[src/rtl/nfc_pkg.sv]
package nfc_pkg;

  typedef enum logic [2:0] {
    ST_IDLE, ST_CMD, ST_ADDR, ST_WDATA, ST_RDATA, ST_WAIT
  } nfc_state_e;

  typedef struct packed {
    logic       wr_en;
    logic       rd_en;
    logic [3:0] addr_sel;
    logic [7:0] cmd;
    logic       wait_rdy;
    logic       half;
    logic [1:0] chip;
    logic [9:0] len;
  } nfc_job_t;

  typedef struct packed {
    logic       wp;
    logic [2:0] eoc;
    logic [2:0] sam;
    logic [7:0] re_t;
    logic [7:0] we_t;
    logic [7:0] ca_t;
  } nfc_timing_t;

  function automatic nfc_job_t unpack_job(input logic [31:0] w);
    nfc_job_t j;
    j.wr_en    = w[29];
    j.rd_en    = w[28];
    j.addr_sel = w[27:24];
    j.cmd      = w[23:16];
    j.wait_rdy = w[15];
    j.half     = w[14];
    j.chip     = w[13:12];
    j.len      = w[9:0];
    return j;
  endfunction

  function automatic nfc_timing_t unpack_timing(input logic [31:0] w);
    nfc_timing_t t;
    t.wp   = w[31];
    t.eoc  = w[30:28];
    t.sam  = w[26:24];
    t.re_t = w[23:16];
    t.we_t = w[15:8];
    t.ca_t = w[7:0];
    return t;
  endfunction

endpackage

[src/rtl/nfc_regs.sv]
module nfc_regs
  import nfc_pkg::*;
#(
  parameter int ADDR_W = 30
) (
  input  logic              clk_i,
  input  logic              rst_ni,
  input  logic              ctrl_wr_i,
  input  logic              ctrl_rd_i,
  input  logic [31:0]       ctrl_wdata_i,
  output logic [31:0]       ctrl_rdata_o,
  input  logic              cfg_wr_i,
  input  logic [31:0]       cfg_wdata_i,
  input  logic              addr_wr_i,
  input  logic [ADDR_W-1:0] addr_wdata_i,
  input  logic              busy_i,
  input  logic              done_i,
  output logic              start_o,
  output logic              stop_o,
  output nfc_job_t          job_o,
  output nfc_timing_t       timing_o,
  output logic [ADDR_W-1:0] addr_o,
  output logic              irq_o
);

  nfc_job_t          job_q;
  nfc_timing_t       tim_q;
  logic [ADDR_W-1:0] addr_q;
  logic              irq_en_q, irq_st_q;
  logic              unused_bits;

  assign unused_bits = ^ctrl_wdata_i[11:10] ^ cfg_wdata_i[27];

  assign start_o = ctrl_wr_i && !ctrl_wdata_i[31] && !busy_i;
  assign stop_o  = ctrl_wr_i &&  ctrl_wdata_i[31] &&  busy_i;

  always_ff @(posedge clk_i or negedge rst_ni) begin
    if (!rst_ni) begin
      job_q    <= '0;
      tim_q    <= '0;
      addr_q   <= '0;
      irq_en_q <= 1'b0;
      irq_st_q <= 1'b0;
    end else begin
      if (start_o)   job_q    <= unpack_job(ctrl_wdata_i);
      if (ctrl_wr_i) irq_en_q <= ctrl_wdata_i[30];
      if (cfg_wr_i)  tim_q    <= unpack_timing(cfg_wdata_i);
      if (addr_wr_i) addr_q   <= addr_wdata_i;
      // completion wins over a same-cycle read
      if (done_i)                      irq_st_q <= 1'b1;
      else if (ctrl_rd_i || start_o)   irq_st_q <= 1'b0;
    end
  end

  assign job_o    = job_q;
  assign timing_o = tim_q;
  assign addr_o   = addr_q;
  assign irq_o    = irq_st_q && irq_en_q;

  assign ctrl_rdata_o = {busy_i, irq_st_q, job_q.wr_en, job_q.rd_en, job_q.addr_sel,
                         job_q.cmd, job_q.wait_rdy, job_q.half, job_q.chip, 2'b00,
                         job_q.len};

  assert_irq_src_R9: assert property (@(posedge clk_i) disable iff (!rst_ni)
    $rose(irq_st_q) |-> $past(done_i));

  assert_stop_no_status_R10: assert property (@(posedge clk_i) disable iff (!rst_ni)
    (stop_o && !irq_st_q) |=> !irq_st_q);

endmodule

[src/rtl/nfc_pins.sv]
module nfc_pins #(
  parameter int NUM_CE      = 4,
  parameter int SYNC_STAGES = 2,
  localparam int CHIP_W     = (NUM_CE > 1) ? $clog2(NUM_CE) : 1
) (
  input  logic              clk_i,
  input  logic              rst_ni,
  input  logic              busy_i,
  input  logic [CHIP_W-1:0] chip_i,
  input  logic              wp_i,
  input  logic              rb_i,
  output logic [NUM_CE-1:0] ce_no,
  output logic              wp_no,
  output logic              rb_rdy_o
);

  logic [SYNC_STAGES-1:0] sync_q;

  for (genvar g = 0; g < NUM_CE; g++) begin : g_ce
    assign ce_no[g] = !(busy_i && (chip_i == CHIP_W'(g)));
  end

  always_ff @(posedge clk_i or negedge rst_ni) begin
    if (!rst_ni) sync_q <= '0;
    else         sync_q <= {sync_q[SYNC_STAGES-2:0], rb_i};
  end

  assign rb_rdy_o = sync_q[SYNC_STAGES-1];
  assign wp_no    = !wp_i;

  assert_ce_onehot_R7: assert property (@(posedge clk_i) disable iff (!rst_ni)
    $onehot0(~ce_no) && (busy_i || (&ce_no)));

endmodule

[src/rtl/nfc_fsm.sv]
module nfc_fsm
  import nfc_pkg::*;
#(
  parameter int BUF_AW  = 10,
  parameter int ADDR_W  = 30,
  parameter int LEN_W   = 10,
  localparam int NADDR  = 4,
  localparam int PAD_W  = 8 * NADDR - ADDR_W
) (
  input  logic              clk_i,
  input  logic              rst_ni,
  input  logic              start_i,
  input  logic              stop_i,
  input  logic              wr_en_i,
  input  logic              rd_en_i,
  input  logic [NADDR-1:0]  addr_sel_i,
  input  logic [7:0]        cmd_i,
  input  logic              wait_rdy_i,
  input  logic              half_i,
  input  logic [LEN_W-1:0]  len_i,
  input  logic [2:0]        eoc_i,
  input  logic [2:0]        sam_i,
  input  logic [7:0]        re_t_i,
  input  logic [7:0]        we_t_i,
  input  logic [7:0]        ca_t_i,
  input  logic [ADDR_W-1:0] addr_i,
  input  logic              rb_rdy_i,
  input  logic [7:0]        io_i,
  input  logic [7:0]        buf_rdata_i,
  output logic              busy_o,
  output logic              done_o,
  output logic              cle_o,
  output logic              ale_o,
  output logic              we_no,
  output logic              re_no,
  output logic [7:0]        io_o,
  output logic              io_oe_o,
  output logic [BUF_AW-1:0] buf_addr_o,
  output logic              buf_we_o,
  output logic [7:0]        buf_wdata_o
);

  nfc_state_e        state_q, state_d;
  logic              gap_q, gap_d;
  logic [7:0]        tmr_q, tmr_d;
  logic [1:0]        aidx_q, aidx_d;
  logic [LEN_W-1:0]  cnt_q, cnt_d;

  logic [7:0]        act_raw, act_len, samp_idx;
  logic              act_end, gap_end, is_latch;
  logic [NADDR:0]    low_mask;
  logic [NADDR-1:0]  rem_mask;
  logic [1:0]        first_idx;
  nfc_state_e        data_next, tail_next;
  logic [8*NADDR-1:0] pad_addr;
  logic [7:0]        addr_bytes [NADDR];

  assign pad_addr = {{PAD_W{1'b0}}, addr_i};
  for (genvar g = 0; g < NADDR; g++) begin : g_abyte
    assign addr_bytes[g] = pad_addr[8*g +: 8];
  end

  assign is_latch = (state_q == ST_CMD) || (state_q == ST_ADDR);

  // strobe width for the current byte, zero treated as one
  always_comb begin
    unique case (state_q)
      ST_WDATA: act_raw = we_t_i;
      ST_RDATA: act_raw = re_t_i;
      default:  act_raw = ca_t_i;
    endcase
  end
  assign act_len  = (act_raw == 8'd0) ? 8'd1 : act_raw;
  assign act_end  = (tmr_q == act_len - 8'd1);
  assign gap_end  = (tmr_q == {5'd0, eoc_i});
  assign samp_idx = ({5'd0, sam_i} < act_len) ? {5'd0, sam_i} : act_len - 8'd1;

  // address phases still pending after the current one
  assign low_mask = ({{NADDR{1'b0}}, 1'b1} << 1 << aidx_q) - 1'b1;
  assign rem_mask = (state_q == ST_ADDR) ? (addr_sel_i & ~low_mask[NADDR-1:0]) : addr_sel_i;

  always_comb begin
    first_idx = '0;
    for (int i = NADDR - 1; i >= 0; i--) begin
      if (rem_mask[i]) first_idx = 2'(i);
    end
  end

  assign tail_next = wait_rdy_i ? ST_WAIT : ST_IDLE;

  always_comb begin
    if (len_i == '0)   data_next = tail_next;
    else if (wr_en_i)  data_next = ST_WDATA;
    else if (rd_en_i)  data_next = ST_RDATA;
    else               data_next = tail_next;
  end

  always_comb begin
    state_d = state_q;
    gap_d   = gap_q;
    tmr_d   = tmr_q;
    aidx_d  = aidx_q;
    cnt_d   = cnt_q;
    if (stop_i) begin
      state_d = ST_IDLE;
      gap_d   = 1'b0;
      tmr_d   = '0;
    end else begin
      unique case (state_q)
        ST_IDLE: begin
          if (start_i) begin
            state_d = ST_CMD;
            gap_d   = 1'b0;
            tmr_d   = '0;
            cnt_d   = '0;
            aidx_d  = '0;
          end
        end
        ST_WAIT: begin
          if (rb_rdy_i) state_d = ST_IDLE;
        end
        default: begin
          if (!gap_q) begin
            if (act_end) begin
              gap_d = 1'b1;
              tmr_d = '0;
            end else begin
              tmr_d = tmr_q + 8'd1;
            end
          end else if (!gap_end) begin
            tmr_d = tmr_q + 8'd1;
          end else begin
            gap_d = 1'b0;
            tmr_d = '0;
            if (is_latch) begin
              cnt_d = '0;
              if (|rem_mask) begin
                state_d = ST_ADDR;
                aidx_d  = first_idx;
              end else begin
                state_d = data_next;
              end
            end else if (cnt_q == len_i - 1'b1) begin
              state_d = tail_next;
            end else begin
              cnt_d = cnt_q + 1'b1;
            end
          end
        end
      endcase
    end
  end

  always_ff @(posedge clk_i or negedge rst_ni) begin
    if (!rst_ni) begin
      state_q <= ST_IDLE;
      gap_q   <= 1'b0;
      tmr_q   <= '0;
      aidx_q  <= '0;
      cnt_q   <= '0;
    end else begin
      state_q <= state_d;
      gap_q   <= gap_d;
      tmr_q   <= tmr_d;
      aidx_q  <= aidx_d;
      cnt_q   <= cnt_d;
    end
  end

  assign busy_o  = (state_q != ST_IDLE);
  assign done_o  = busy_o && !stop_i && (state_d == ST_IDLE);
  assign cle_o   = (state_q == ST_CMD);
  assign ale_o   = (state_q == ST_ADDR);
  assign we_no   = !((is_latch || (state_q == ST_WDATA)) && !gap_q);
  assign re_no   = !((state_q == ST_RDATA) && !gap_q);
  assign io_oe_o = is_latch || (state_q == ST_WDATA);

  always_comb begin
    unique case (state_q)
      ST_CMD:  io_o = cmd_i;
      ST_ADDR: io_o = addr_bytes[aidx_q];
      default: io_o = buf_rdata_i;
    endcase
  end

  assign buf_addr_o  = {half_i, cnt_q[BUF_AW-2:0]};
  assign buf_we_o    = (state_q == ST_RDATA) && !gap_q && (tmr_q == samp_idx);
  assign buf_wdata_o = io_i;

  assert_idle_quiet_R1: assert property (@(posedge clk_i) disable iff (!rst_ni)
    !busy_o |-> (we_no && re_no && !cle_o && !ale_o && !buf_we_o));

  assert_strobe_excl_R3: assert property (@(posedge clk_i) disable iff (!rst_ni)
    !(cle_o && ale_o) && (we_no || re_no));

  assert_rd_no_drive_R6: assert property (@(posedge clk_i) disable iff (!rst_ni)
    !re_no |-> !io_oe_o);

  assert_wait_hold_R8: assert property (@(posedge clk_i) disable iff (!rst_ni)
    (state_q == ST_WAIT && !rb_rdy_i && !stop_i) |=> busy_o);

  assert_stop_idle_R10: assert property (@(posedge clk_i) disable iff (!rst_ni)
    stop_i |=> (!busy_o && we_no && re_no));

endmodule

[src/rtl/nfc_sequencer.sv]
module nfc_sequencer
  import nfc_pkg::*;
#(
  parameter int NUM_CE      = 4,
  parameter int BUF_AW      = 10,
  parameter int ADDR_W      = 30,
  parameter int SYNC_STAGES = 2
) (
  input  logic              clk_i,
  input  logic              rst_ni,
  input  logic              ctrl_wr_i,
  input  logic              ctrl_rd_i,
  input  logic [31:0]       ctrl_wdata_i,
  output logic [31:0]       ctrl_rdata_o,
  input  logic              cfg_wr_i,
  input  logic [31:0]       cfg_wdata_i,
  input  logic              addr_wr_i,
  input  logic [ADDR_W-1:0] addr_wdata_i,
  output logic              busy_o,
  output logic              irq_o,
  output logic              nand_cle_o,
  output logic              nand_ale_o,
  output logic              nand_we_no,
  output logic              nand_re_no,
  output logic [NUM_CE-1:0] nand_ce_no,
  output logic              nand_wp_no,
  output logic [7:0]        nand_io_o,
  output logic              nand_io_oe_o,
  input  logic [7:0]        nand_io_i,
  input  logic              nand_rb_i,
  output logic [BUF_AW-1:0] buf_addr_o,
  output logic              buf_we_o,
  output logic [7:0]        buf_wdata_o,
  input  logic [7:0]        buf_rdata_i
);

  nfc_job_t          job;
  nfc_timing_t       tim;
  logic [ADDR_W-1:0] addr;
  logic              start, stop, busy, done, rb_rdy;

  nfc_regs #(.ADDR_W(ADDR_W)) u_regs (
    .clk_i, .rst_ni, .ctrl_wr_i, .ctrl_rd_i, .ctrl_wdata_i, .ctrl_rdata_o,
    .cfg_wr_i, .cfg_wdata_i, .addr_wr_i, .addr_wdata_i,
    .busy_i(busy), .done_i(done), .start_o(start), .stop_o(stop),
    .job_o(job), .timing_o(tim), .addr_o(addr), .irq_o
  );

  nfc_fsm #(.BUF_AW(BUF_AW), .ADDR_W(ADDR_W), .LEN_W(10)) u_fsm (
    .clk_i, .rst_ni, .start_i(start), .stop_i(stop),
    .wr_en_i(job.wr_en), .rd_en_i(job.rd_en), .addr_sel_i(job.addr_sel),
    .cmd_i(job.cmd), .wait_rdy_i(job.wait_rdy), .half_i(job.half), .len_i(job.len),
    .eoc_i(tim.eoc), .sam_i(tim.sam), .re_t_i(tim.re_t), .we_t_i(tim.we_t),
    .ca_t_i(tim.ca_t), .addr_i(addr), .rb_rdy_i(rb_rdy), .io_i(nand_io_i),
    .buf_rdata_i, .busy_o(busy), .done_o(done), .cle_o(nand_cle_o),
    .ale_o(nand_ale_o), .we_no(nand_we_no), .re_no(nand_re_no), .io_o(nand_io_o),
    .io_oe_o(nand_io_oe_o), .buf_addr_o, .buf_we_o, .buf_wdata_o
  );

  nfc_pins #(.NUM_CE(NUM_CE), .SYNC_STAGES(SYNC_STAGES)) u_pins (
    .clk_i, .rst_ni, .busy_i(busy), .chip_i(job.chip), .wp_i(tim.wp),
    .rb_i(nand_rb_i), .ce_no(nand_ce_no), .wp_no(nand_wp_no), .rb_rdy_o(rb_rdy)
  );

  assign busy_o = busy;

endmodule

[config.mk]
export PLATFORM = sky130hd
export DESIGN_NAME = nfc_sequencer
export DESIGN_NICKNAME = d
export VERILOG_FILES = /design/src/rtl/nfc_pkg.sv /design/src/rtl/nfc_regs.sv /design/src/rtl/nfc_pins.sv /design/src/rtl/nfc_fsm.sv /design/src/rtl/nfc_sequencer.sv
export SDC_FILE = /design/constraint.sdc
export NUM_CORES = 1
export LEC_CHECK = 0
export ABC_CLOCK_PERIOD_IN_PS = 4450
export BUFFER_PORTS_ARGS = -buffer_cell sky130_fd_sc_hd__buf_2
export CAP_MARGIN = 0
export CORE_MARGIN = 5
export CORE_UTILIZATION = 43
export DETAILED_ROUTE_END_ITERATION = 16
export PLACE_DENSITY = 0.68
export REMOVE_ABC_BUFFERS = 1
export SYNTH_ARGS = -nofsm -noshare
export SYNTH_HDL_FRONTEND = slang
export SYNTH_SLANG_ARGS = --single-unit
[constraint.sdc]
create_clock -name clk_i -period 4.45 [get_ports clk_i]
set_input_delay 0.2225 -clock clk_i [delete_from_list [all_inputs] [get_ports clk_i]]
set_output_delay 0.2225 -clock clk_i [all_outputs]
set_load 0.05 [all_outputs]
# --- After elaboration in Yosys (flattened, before gate mapping) ---
# Index checks and enable logic that the tools add are counted.
totals:
  latchBits: 0
  mem_count: 0
  in_bits: 117
  rom_bits: 0
  wordCells: 146
  reg_bits: 117
  mem_bits_rw: 0
  out_inout_bits: 71
classes:
  multipliers: 0
  addsub: 5
  reduce_logical: 43
  n_div: 0
  bitwise: 5
  shifts: 1
  order_cmp: 2
  n_eq_ne: 16
  muxes: 51
ops:
  columns: ["operator", "count"]
  rows:
  - ["8-bit 2-to-1 mux", 9]
  - ["10-bit 2-to-1 mux", 5]
  - ["8-bit one-hot mux with 2 select lines", 3]
  - ["3-bit 2-to-1 mux", 12]
  - ["10-bit one-hot mux with 2 select lines", 1]
  - ["2-bit 2-to-1 mux", 9]
  - ["8-bit binary-select mux with 2-bit select", 1]
  - ["8-bit equality test", 2]
  - ["1-bit logical AND", 14]
  - ["1-bit zero test", 11]
  - ["10-bit by 1-bit adder with 10-bit output, second input constant", 1]
  - ["10-bit equality test", 1]
  - ["10-bit zero test", 1]
  - ["2-bit nonzero test", 5]
  - ["10-bit by 1-bit subtractor with 10-bit output, second input constant", 1]
  - ["8-bit by 1-bit adder with 8-bit output, second input constant", 1]
  - ["8-bit by 3-bit equality test with 1-bit output", 1]
  - ["8-bit zero test", 1]
  - ["3-bit by 8-bit less-than comparator with 1-bit output", 1]
  - ["8-bit by 1-bit subtractor with 8-bit output, second input constant", 1]
  - ["1-bit 2-to-1 mux", 7]
  - ["7-bit AND reduction", 1]
  - ["3-bit by 2-bit equality test with 1-bit output, second input constant", 2]
  - ["3-bit equality test, second input constant", 2]
  - ["24 further kinds", 30]

# --- Depth between registers and ports, before layout ---
# Gate-level depths: netlist of run 1.
depth:
  word_depth: 15
  ltp_mapped: 15
  mapped_depth_nobuf: 13

# --- Cells and area by module ---
# From an unflattened synthesis of run 1, not the netlist that was laid out.
hier_totals:
  cells_unflattened: 653
  hier_area_um2: 6955.4
modules_own_cells:
  columns: ["mod", "instances", "area_each_um2", "seq_area_each_um2", "cells_each"]
  rows:
  - ["nfc_regs", 1, 3643.5, 2277.2, 228]
  - ["nfc_fsm", 1, 3229.3, 600.6, 418]
  - ["nfc_pins", 1, 82.6, 50.0, 7]

# --- Worst setup path after synthesis of run 1 ---
# No wires, ideal clock.
synth_path:
  path_kind: "register to output"
  from: "reg u_fsm.state_q[1]"
  to: "out buf_we_o"
  arrival_time_ns: 3.889
  stages_incl_launch_ff: 15
  slack_ns: 0.339
  path_buffers: 2
  required_time_ns: 4.228
  cell_sequence: "dfrtp_1 buf_6 and2_4 buf_6 o311ai_1 nand3_1 o31a_1 ha_1 nand3_1 nor3_1 nor4b_1 nor3_1 nor4_4 mux2i_1 a2111oi_2"
synth_via:
  elab_chain_cells: 8
  word_cells_on_any_way: 11
  classes_between: "add/sub: 1; order compare: 1; eq/ne: 3; mux: 3; reduce/logical: 3"
synth_rtl:
  columns: ["item", "line", "source"]
  rows:
  - ["start: declaration", "nfc_fsm.sv:43", "nfc_state_e state_q, state_d;"]
  - ["start signal: assignment", "nfc_fsm.sv:162", "state_q <= state_d;"]
  - ["3-bit equality test / 3-bit by 2-bit equality test with 1-bit output (equally long branches)", "nfc_fsm.sv:67, nfc_fsm.sv:187", null]
  - ["8-bit one-hot mux with 2 select lines", "nfc_fsm.sv:67", "unique case (state_q)"]
  - ["8-bit zero test", "nfc_fsm.sv:73", "assign act_len = (act_raw == 8'd0) ? 8'd1 : act_raw;"]
  - ["8-bit 2-to-1 mux", "nfc_fsm.sv:73", null]
  - ["8-bit by 1-bit subtractor with 8-bit output / 3-bit by 8-bit less-than comparator with 1-bit output (equally long branches)", "nfc_fsm.sv:76", "assign samp_idx = ({5'd0, sam_i} < act_len) ? {5'd0, sam_i} : act_len - 8'd1;"]
  - ["8-bit 2-to-1 mux", "nfc_fsm.sv:76", null]
  - ["8-bit equality test", "nfc_fsm.sv:187", "assign buf_we_o = (state_q == ST_RDATA) && !gap_q && (tmr_q == samp_idx);"]
  - ["1-bit logical AND (*)", "nfc_fsm.sv:187", null]
  - ["end: declaration", "nfc_sequencer.sv:32", "output logic buf_we_o,"]
# Mark *: on every way between the ends. The rest lies on a longest branch, timed or not.

# --- Worst setup path after layout of run 1 ---
layout_path:
  from: "reg u_fsm.state_q[0]"
  to: "out buf_we_o"
# Same word-level chain as after synthesis.

==> results.toml, run 1 <==
[synth]
synth_seq_cells = 117
synth_cells = 663
netlist.top_cell.by_area = "dfrtp_1"
synth_edf_count = 0
synth_ff_type = "dfrtp_1"
synth_async_sr_flop_share_pct = 100
commonest_cells_post_synth = "dfrtp_1 (117), mux2_2 (87), nand2_1 (49)"
synth_most_common_cell = "dfrtp_1"
synth.distinct_cells = 78
netlist_area_um2 = 6920
yosysSeqAreaShare_pct = 42.3
synth_area_per_cell_um2 = 10.4
yosys_warnings = 0
synth_top_area_share_pct = 42.3
yosys-top-cells-area = "dfrtp_1 (42%), mux2_2 (14%), buf_4 (2.9%), nand2_1 (2.7%), nor2_1 (2.3%)"

[setup_path]
timing.reg2reg.worst_path_depth = 15
rr_endpoint = "u_fsm.tmr_q[5]"
critical_path_arrival_ns = 3.97
critPathSlowestCell = "dfrtp_2"
timing.critical_path.slowest_cell_delay_ns = 0.50
worstReg2RegStart = "u_fsm.state_q[2]"
worstPathBufferInverterCount = 2
critPathLaunchType = "flip-flop"
worst_path_dominant_cell_family = "compound AO/OA/AOI/OAI gates"
critical_path.cell_chain = "buf_4 > nor3b_1 > o21ai_0 > o311ai_4 > ha_1 > a211o_1 > a31oi_1 > nor4_4 > nor3_1 > o21ai_0 > a2111oi_2 > buf_2"
path_common_cell = "o21ai_0"
endpoint_kind = "output port"
crit_required_ns = 4.23
path_class = "flip-flop to output port"
worst-r2r-setup-slack_ns = 0.83
critPathMaxFanout = 16

[min_path]
whs_path_depth = 3
min_path_type = "input port to flip-flop"
worst_hold_path.endpoint = "u_regs.timing_o[25]"
worstHoldStart = "cfg_wdata_i[25]"

[place]
place.gp.congestion = 0.831
place_worst_setup_slack_ns = 0.600
buffer_ports.inserted = 166
place.detailed.instances = 999
placement.cell_area_um2 = 7760
dpl.hpwl_um = 12900

[timing]
whs_ns = 0.0210
min_period_ns = 4.19
setup_viol_count_final = 0
worst-slew-pin-transition_ns = 0.968
fin_ws_ns = 0.261
slew_viol_final = 0
slew-limit-headroom_pct = 35.2
hold_violations = 0
rsz0062_at_grt = "false"
period_share_pct = 94.1
max_clock_freq_mhz = 239
clock-skew-final_ns = 0.00952

[grt]
first_global_vias = 5686
grt_start_max_net_pins = 55
grt_pass1_wl_um = 28900
grtUsageTotal_pct = 19.4
antenna_found_initial = 0
gr-total-overflow = 0

[drt]
wl_um = 17400
routed_wire_length_per_instance_um = 16.8
ant_nets = 0
drt_iter0_drc = 278
detail_route.first_pass.iterations = 5
drt-vias-per-instance = 5.37
route.detailed.drc = 0
num_vias = 5546

[clocking]
cts.htree.levels = 4
postCtsSetupBuffers = 0
cts.path.max_buffers = 2
tritoncts = "done"
insertion_delay_ns = 0.42
cts_buffers = 17
ctsRootBufferMaster = "clkbuf_16"
cts.sink_count = 117
cts.reportedPaths.clkPinSlew_ns = 0.06

[layout]
n_fill_cell = 1446
multi_input_area_um2 = 3550
final_layout_size_suffix_gt1_share_pct = 40.5
area.sequential_um2 = 2930
number_of_inserted_diodes = 0
layout.nets = 927
areaGrowthSynthToFinish_pct = 21.5
stdcell_area_um2 = 8410
instances_no_fill = 1033

[die]
placementRows = 46
top_level_port_count = 188
fp.dieH_um = 137
initial_core_util_pct = 43.7
die-width_um = 137
die_outline_area_um2 = 18700
core_area_um2 = 15800

[pwr]
max-vdd-ir-drop_mv = 0.536
cellLeakagePower_nw = 3.78
cellPowerDensity_nw_per_um2 = 686

[run]
maxCapViolations = 0

[outcome]
outcome = "complete, no violations"
==> metal layers <==
metal / GRT usage [%] / vias up / part of all wire, %
met5: 0 / - / 0
met1: 25.0 / 2685 / 43
met3: 6.65 / 14 / 7.4
met4: 4.88 / 0 / 0.96
li1: - / 2667 / -
met2: 31.6 / 180 / 48
==> logic make-up (layout without fill, tap and decap cells) <==
group | after synthesis | after routing | synth area share (%)
other | 1 | 2 | 0.0542
buffers and inverters | 82 | 235 | 6.80
xor gates and xnor gates | 26 | 26 | 3.29
DFF | 117 | 117 | 42.3
muxes | 102 | 102 | 17.4
AOI/OAI and AO/OA | 124 | 124 | 13.4
and+or+nand+nor | 205 | 205 | 15.6
adders and majority gates | 6 | 6 | 1.09
==> through the flow <==
stage | utilization (%) | power, mW | setup TNS (ns)
global route | 53.1 | 6.09 | 0
finish | 53.1 | 5.76 | 0
floorplan | - | 3.61 | -0.243
detailed placement | 49.0 | 4.40 | 0
global placement | 49.0 | 4.36 | 0
CTS | 52.9 | 5.79 | 0
==> report_power, final <==
group / switching, mW / leakage (nW) / internal, mW
clock: 0.505 / 0.276 / 0.864
sequential: 0.341 / 1.42 / 1.29
combinational: 1.85 / 2.08 / 0.912
total: 2.69 / 3.78 / 3.07
==> cell usage in the layout (no fill, tap or decap), types with 4 or more instances in the layout <==
cell type     n
a21oi_1      18
a221o_1       4
a22oi_1       9
a31oi_1      11
and2_1        9
and3_1        4
buf_2       165
buf_4        20
clkbuf_16    17
clkinvlp_4    6
dfrtp_1     115
ha_1          6
inv_1        14
mux2_2       87
mux2i_1       9
mux4_2        6
nand2_1      49
nand2b_1      7
nand3_1      14
nand3b_1      4
nand4_1       4
nor2_1       43
nor2b_1      17
nor3_1       22
nor3b_1       8
nor4_1        5
o21ai_0      25
o21ai_1       5
or4_1         8
xnor2_1      12
xor2_1       14
==> worst register-to-register path, stage by stage (launching register included) <==
cell      delay (ns)
dfrtp_1         0.52
buf_4           0.25
nor3b_1         0.22
o21ai_1         0.10
o311ai_2        0.13
nand3_1         0.25
o31a_1          0.38
ha_1            0.26
nand3_1         0.13
nor4_1          0.06
o211a_1         0.21
nor3_1          0.35
nor4_4          0.06
buf_4           0.17
a31oi_4         0.29
a221o_1         0.20
==> final cells by class <==
| type | instances | area share (%) |
|---|---|---|
| Clock buffer | 20 | 5.55 |
| Clock inverter | 12 | 1.53 |
| Inverter | 16 | 0.714 |
| Multi-Input combinational cell | 465 | 42.3 |
| Sequential cell | 117 | 34.9 |
| Tap cell | 216 | 3.21 |
| Timing Repair Buffer | 187 | 11.8 |
==> how the worst max path moves through the flow <==
stage,startpoint,endpoint,depth (start not counted)
floorplan,u_fsm.state_q[2],buf_we_o,13
global placement,u_fsm.state_q[1],buf_we_o,13
detailed placement,u_fsm.state_q[1],buf_we_o,13
CTS,u_fsm.state_q[1],buf_we_o,13
global route,u_fsm.state_q[2],buf_we_o,15
finish,u_fsm.state_q[0],buf_we_o,12
==> repair_timing <==
item	4_1_cts	5_1_grt
setup endpoints to repair	0	1
endpoints found under the hold margin	31	0
hold buffers	2	0
gates resized for setup	0	5
==> registers in the layout (all words and copies together), names as in the netlist <==
register	count
u_pins.sync_q	2
u_fsm.aidx_q	2
u_fsm.gap_q	1
u_regs.ctrl_rdata_o	28
u_fsm.state_q	3
u_regs.timing_o	31
u_fsm.cnt_q	10
u_regs.irq_en_q	1
u_regs.addr_o	30
u_fsm.tmr_q	8
u_regs.irq_st_q	1
Note: power is estimated with default switching activity, not from simulation.
==> run 2, diff against run 1 <==
- CORE_MARGIN: 5 -> not set
==> results.toml, run 2 (synthesized netlist as in run 1, its figures left out) <==
[layout]
final_layout_size_suffix_gt1_share_pct = 40.3
areaGrowthSynthToFinish_pct = 21.9
mostFrequentLayoutCell = "buf_2"
layout.nets = 924
n_fill_cell = 1440
number_of_inserted_diodes = 0
area.sequential_um2 = 2930
stdcell_area_um2 = 8430
final_cell_mix = "buf_2 (165), dfrtp_1 (114), mux2_2 (87), nand2_1 (49), nor2_1 (43)"
largest_register_ff_count = 31
instances_no_fill = 1030
multi_input_area_um2 = 3540

[setup_path]
worst-r2r-setup-slack_ns = 0.82
rr_endpoint = "u_fsm.tmr_q[7]"
endpoint_kind = "output port"
timing.critical_path.slowest_cell_delay_ns = 0.55
worst_path_dominant_cell_family = "compound AO/OA/AOI/OAI gates"
worstPathBufferInverterCount = 2
critical_path_arrival_ns = 3.95
path_depth = 13
crit_required_ns = 4.23
timing.reg2reg.worst_path_depth = 13
worstReg2RegStart = "u_fsm.state_q[2]"
path_class = "flip-flop to output port"
critPathLaunchType = "flip-flop"
critical_path.cell_chain = "buf_4 > o311ai_2 > nand3_1 > o31a_1 > ha_1 > nand3_1 > nor3_1 > nor4b_1 > nor3_1 > nor4_4 > mux2i_1 > a2111oi_2 > buf_2"
critPathMaxFanout = 25
critPathSlowestCell = "dfrtp_2"

[pwr]
cellPowerDensity_nw_per_um2 = 696
design_power_mw = 5.87
cellLeakagePower_nw = 3.80
max-vdd-ir-drop_mv = 0.470

[min_path]
whs_path_depth = 3
min_path_type = "input port to flip-flop"
worstHoldStart = "cfg_wdata_i[31]"
worst_hold_path.endpoint = "u_regs.timing_o[30]"

[die]
top_level_port_count = 188
fp.dieH_um = 129
placementRows = 46
core_area_um2 = 15800
die-width_um = 129
initial_core_util_pct = 43.9
die_outline_area_um2 = 16600

[clocking]
cts.sink_count = 117
ctsRootBufferMaster = "clkbuf_16"
insertion_delay_ns = 0.42
cts_buffers = 17
cts.reportedPaths.clkPinSlew_ns = 0.05
tritoncts = "done"
cts.path.max_buffers = 2
cts.htree.levels = 4

[drt]
detail_route.first_pass.iterations = 4
ant_nets = 0
num_vias = 5483
drt_iter0_drc = 313
wl_um = 16600
drt-vias-per-instance = 5.32
routed_wire_length_per_instance_um = 16.1
route.detailed.drc = 0

[timing]
setup_viol_count_final = 0
fin_ws_ns = 0.277
min_period_ns = 4.17
period_share_pct = 93.8
slew_viol_final = 0
rsz0062_at_grt = "false"
slew-limit-headroom_pct = 36.1
clock-skew-final_ns = 0.00757
worst-slew-pin-transition_ns = 0.955
max_clock_freq_mhz = 240
hold_violations = 0

[grt]
antenna_found_initial = 1
grtUsageTotal_pct = 21.1
gr-total-overflow = 0
first_global_vias = 5314
grt_start_max_net_pins = 57
grt_pass1_wl_um = 27200

[place]
place.detailed.instances = 996
place_worst_setup_slack_ns = 0.499
buffer_ports.inserted = 166
place.gp.congestion = 0.826
placement.cell_area_um2 = 7740
dpl.hpwl_um = 12000

[outcome]
outcome = "complete, no violations"

[run]
maxCapViolations = 0
run 2: cell types whose count changed in the layout (fill, tap and decap cells not counted), moves of 2 or more:
cell	previous run	this run
bufinv_16	2	4
clkinv_4	1	4
clkinvlp_4	6	2
clkinv_2	3	0
buf_4	20	17
run 2: where the power goes:
part | internal [mW] | total [mW] | switching, mW
Sequential | 1.29 | 1.64 | 0.343
Clock | 1.00 | 1.50 | 0.504
Combinational | 0.901 | 2.73 | 1.83
run 2: stage by stage:
step | hold slack, ns | TNS [ns] | util [%]
after detailed placement | 0.332 | 0 | 49.1
after CTS | 0.00541 | 0 | 53.4
final | 0.0181 | 0 | 53.5
after global routing | 0.00855 | 0 | 53.5
after global placement | 0.332 | 0 | 49.1
after floorplan | -0.0731 | -0.243 | -
run 2: worst max path at each step:
stage	start	end	slack, ns
after floorplan	u_fsm.state_q[2]	buf_we_o	-0.24
after global placement	u_fsm.state_q[2]	buf_we_o	0.56
after detailed placement	u_fsm.state_q[2]	buf_we_o	0.50
after CTS	u_fsm.state_q[2]	buf_we_o	0.04
after global routing	u_fsm.state_q[0]	buf_we_o	0.001
final	u_fsm.state_q[2]	buf_we_o	0.28
run 2: repair_timing:
item                                    CTS  global route
endpoints found under the setup margin    0             1
resized for setup                         0             5
setup buffers                             0             0
hold buffers                              2             0
endpoints found under the hold margin    55             0
run 2: final cells by class:
class,instances,area share [%]
tap,216,3.20
sequential,117,34.8
multi-input combinational,465,42.0
clock inverter,10,2.02
inverter,16,0.712
clock buffer,22,5.74
timing repair buffer,184,11.5
run 2: routing by layer:
metal	global-route usage [%]	share of wire (%)
met1	27.0	44
met2	34.2	48
met3	6.69	6.5
met4	6.30	0.98
met5	0	0.054
run 2: worst min-delay path, stage by stage:
cell,delay (ns)
buf_2,0.07
nand2_1,0.04
o21ai_0,0.06
==> run 3, diff against run 2 <==
- ABC_CLOCK_PERIOD_IN_PS: 4450 -> 4790
- clock period: 4.45 -> 4.79 ns (I/O delays scaled with it)
==> results.toml, run 3 (synthesized netlist as in run 1, its figures left out) <==
[die]
core_area_um2 = 15800
initial_core_util_pct = 43.9
fp.dieH_um = 129
placementRows = 46
top_level_port_count = 188
die-width_um = 129
die_outline_area_um2 = 16600

[place]
place.gp.congestion = 0.822
dpl.hpwl_um = 11800
place_worst_setup_slack_ns = 0.732
placement.cell_area_um2 = 7690
place.detailed.instances = 989
buffer_ports.inserted = 166

[grt]
grt_start_max_net_pins = 65
gr-total-overflow = 0
first_global_vias = 5326
grt_pass1_wl_um = 26900
grtUsageTotal_pct = 20.8
antenna_found_initial = 1

[clocking]
insertion_delay_ns = 0.42
cts.sink_count = 117
ctsRootBufferMaster = "clkbuf_16"
cts.htree.levels = 4
postCtsSetupBuffers = 0
tritoncts = "done"
cts.path.max_buffers = 2
cts_buffers = 17
cts.reportedPaths.clkPinSlew_ns = 0.06

[setup_path]
worstReg2RegStart = "u_fsm.state_q[0]"
rr_endpoint = "u_fsm.tmr_q[5]"
endpoint_kind = "output port"
timing.reg2reg.worst_path_depth = 13
critPathMaxFanout = 26
path_class = "flip-flop to output port"
critical_path_arrival_ns = 4.22
critPathLaunchType = "flip-flop"
worst-r2r-setup-slack_ns = 0.87
crit_required_ns = 4.55

[timing]
period_share_pct = 93.0
min_period_ns = 4.46
hold_violations = 0
setup_viol_count_final = 0
clock-skew-final_ns = 0.00834
max_clock_freq_mhz = 224
final.setup.tns_ns = 0
slew_viol_final = 0
slew-limit-headroom_pct = 32.1
whs_ns = 0.0378
fin_ws_ns = 0.334
rsz0062_at_grt = "false"
worst-slew-pin-transition_ns = 1.02

[outcome]
outcome = "complete, no violations"

[drt]
route.detailed.drc = 0
routed_wire_length_per_instance_um = 16.1
drt_iter0_drc = 329
detail_route.first_pass.iterations = 4
wl_um = 16500
drt-vias-per-instance = 5.37
ant_nets = 0
num_vias = 5491

[pwr]
cellPowerDensity_nw_per_um2 = 637
cellLeakagePower_nw = 3.72
max-vdd-ir-drop_mv = 0.486
design_power_mw = 5.28

[layout]
stdcell_area_um2 = 8290
number_of_inserted_diodes = 0
mostFrequentLayoutCell = "buf_2"
instances_no_fill = 1022
layout.nets = 917
final_cell_mix = "buf_2 (165), dfrtp_1 (116), mux2_2 (87), nand2_1 (49), nor2_1 (43)"
largest_register_ff_count = 31
n_fill_cell = 1475
areaGrowthSynthToFinish_pct = 19.8
final_layout_size_suffix_gt1_share_pct = 39.5
finalCoreUtilization_pct = 52.6

[min_path]
worstHoldStart = "cfg_wdata_i[25]"
worst_hold_path.endpoint = "u_regs.timing_o[25]"
min_path_type = "input port to flip-flop"
whs_path_depth = 3

[run]
maxCapViolations = 0
## run 3: cell count changes in the layout (fill, tap and decap cells not counted), moves of 2 or more
| cell | previous run | this run |
|---|---|---|
| clkbuf_8 | 4 | 0 |
| dfrtp_1 | 114 | 116 |
| buf_4 | 17 | 10 |
| clkinv_2 | 0 | 2 |
| inv_6 | 0 | 3 |
| dfrtp_2 | 3 | 1 |
| bufinv_16 | 4 | 2 |
## run 3: final cells by class
class	instances	area [um^2]	area share (%)
Multi-Input combinational cell	465	3530	42.6
Sequential cell	117	2930	35.3
Timing Repair Buffer	177	921	11.1
Clock buffer	17	425	5.13
Tap cell	216	270	3.26
Clock inverter	14	154	1.86
Inverter	16	60.1	0.725
## run 3: where the power goes
| group | total (mW) | leakage, nW | internal [mW] | switching (mW) |
|---|---|---|---|---|
| clock network | 1.25 | 0.276 | 0.767 | 0.486 |
| registers | 1.52 | 1.42 | 1.20 | 0.322 |
| logic | 2.50 | 2.02 | 0.814 | 1.69 |
| total | 5.28 | 3.72 | 2.78 | 2.50 |
## run 3: worst max-delay path by stage
stage / from / end / slack, ns / cells past startpoint
floorplan: u_fsm.state_q[2] / buf_we_o / 0.08 / 13
global placement: u_fsm.state_q[2] / buf_we_o / 0.76 / 15
detailed placement: u_fsm.state_q[2] / buf_we_o / 0.73 / 15
CTS: u_fsm.state_q[2] / buf_we_o / 0.27 / 15
global route: u_fsm.state_q[0] / buf_we_o / 0.02 / 13
finish: u_fsm.state_q[0] / buf_we_o / 0.33 / 13
## run 3: timing repair
action | CTS | global route
resized for setup | 0 | 1
hold endpoints to repair | 54 | 0
endpoints found under the setup margin | 0 | 1
hold buffers | 2 | 0
## run 3: routing by layer
metal  up-vias  global-route usage [%]  part of all wire, %
met5         -                       0                0.055
met4         2                    5.88                  1.2
met3        18                    6.44                  6.3
met2       180                    33.5                   48
met1      2635                    27.0                   45
li1       2656                       -                    -
## run 3: worst max-delay path: stages (launching register included)
cell,delay (ns)
dfrtp_1,0.63
and2_4,0.36
o311ai_1,0.49
nand3_1,0.24
o31a_1,0.37
ha_1,0.26
nand3_1,0.13
nor3_1,0.06
nor4b_1,0.26
nor3_1,0.13
nor4_4,0.17
mux2i_1,0.12
a2111oi_2,0.24
buf_2,0.33
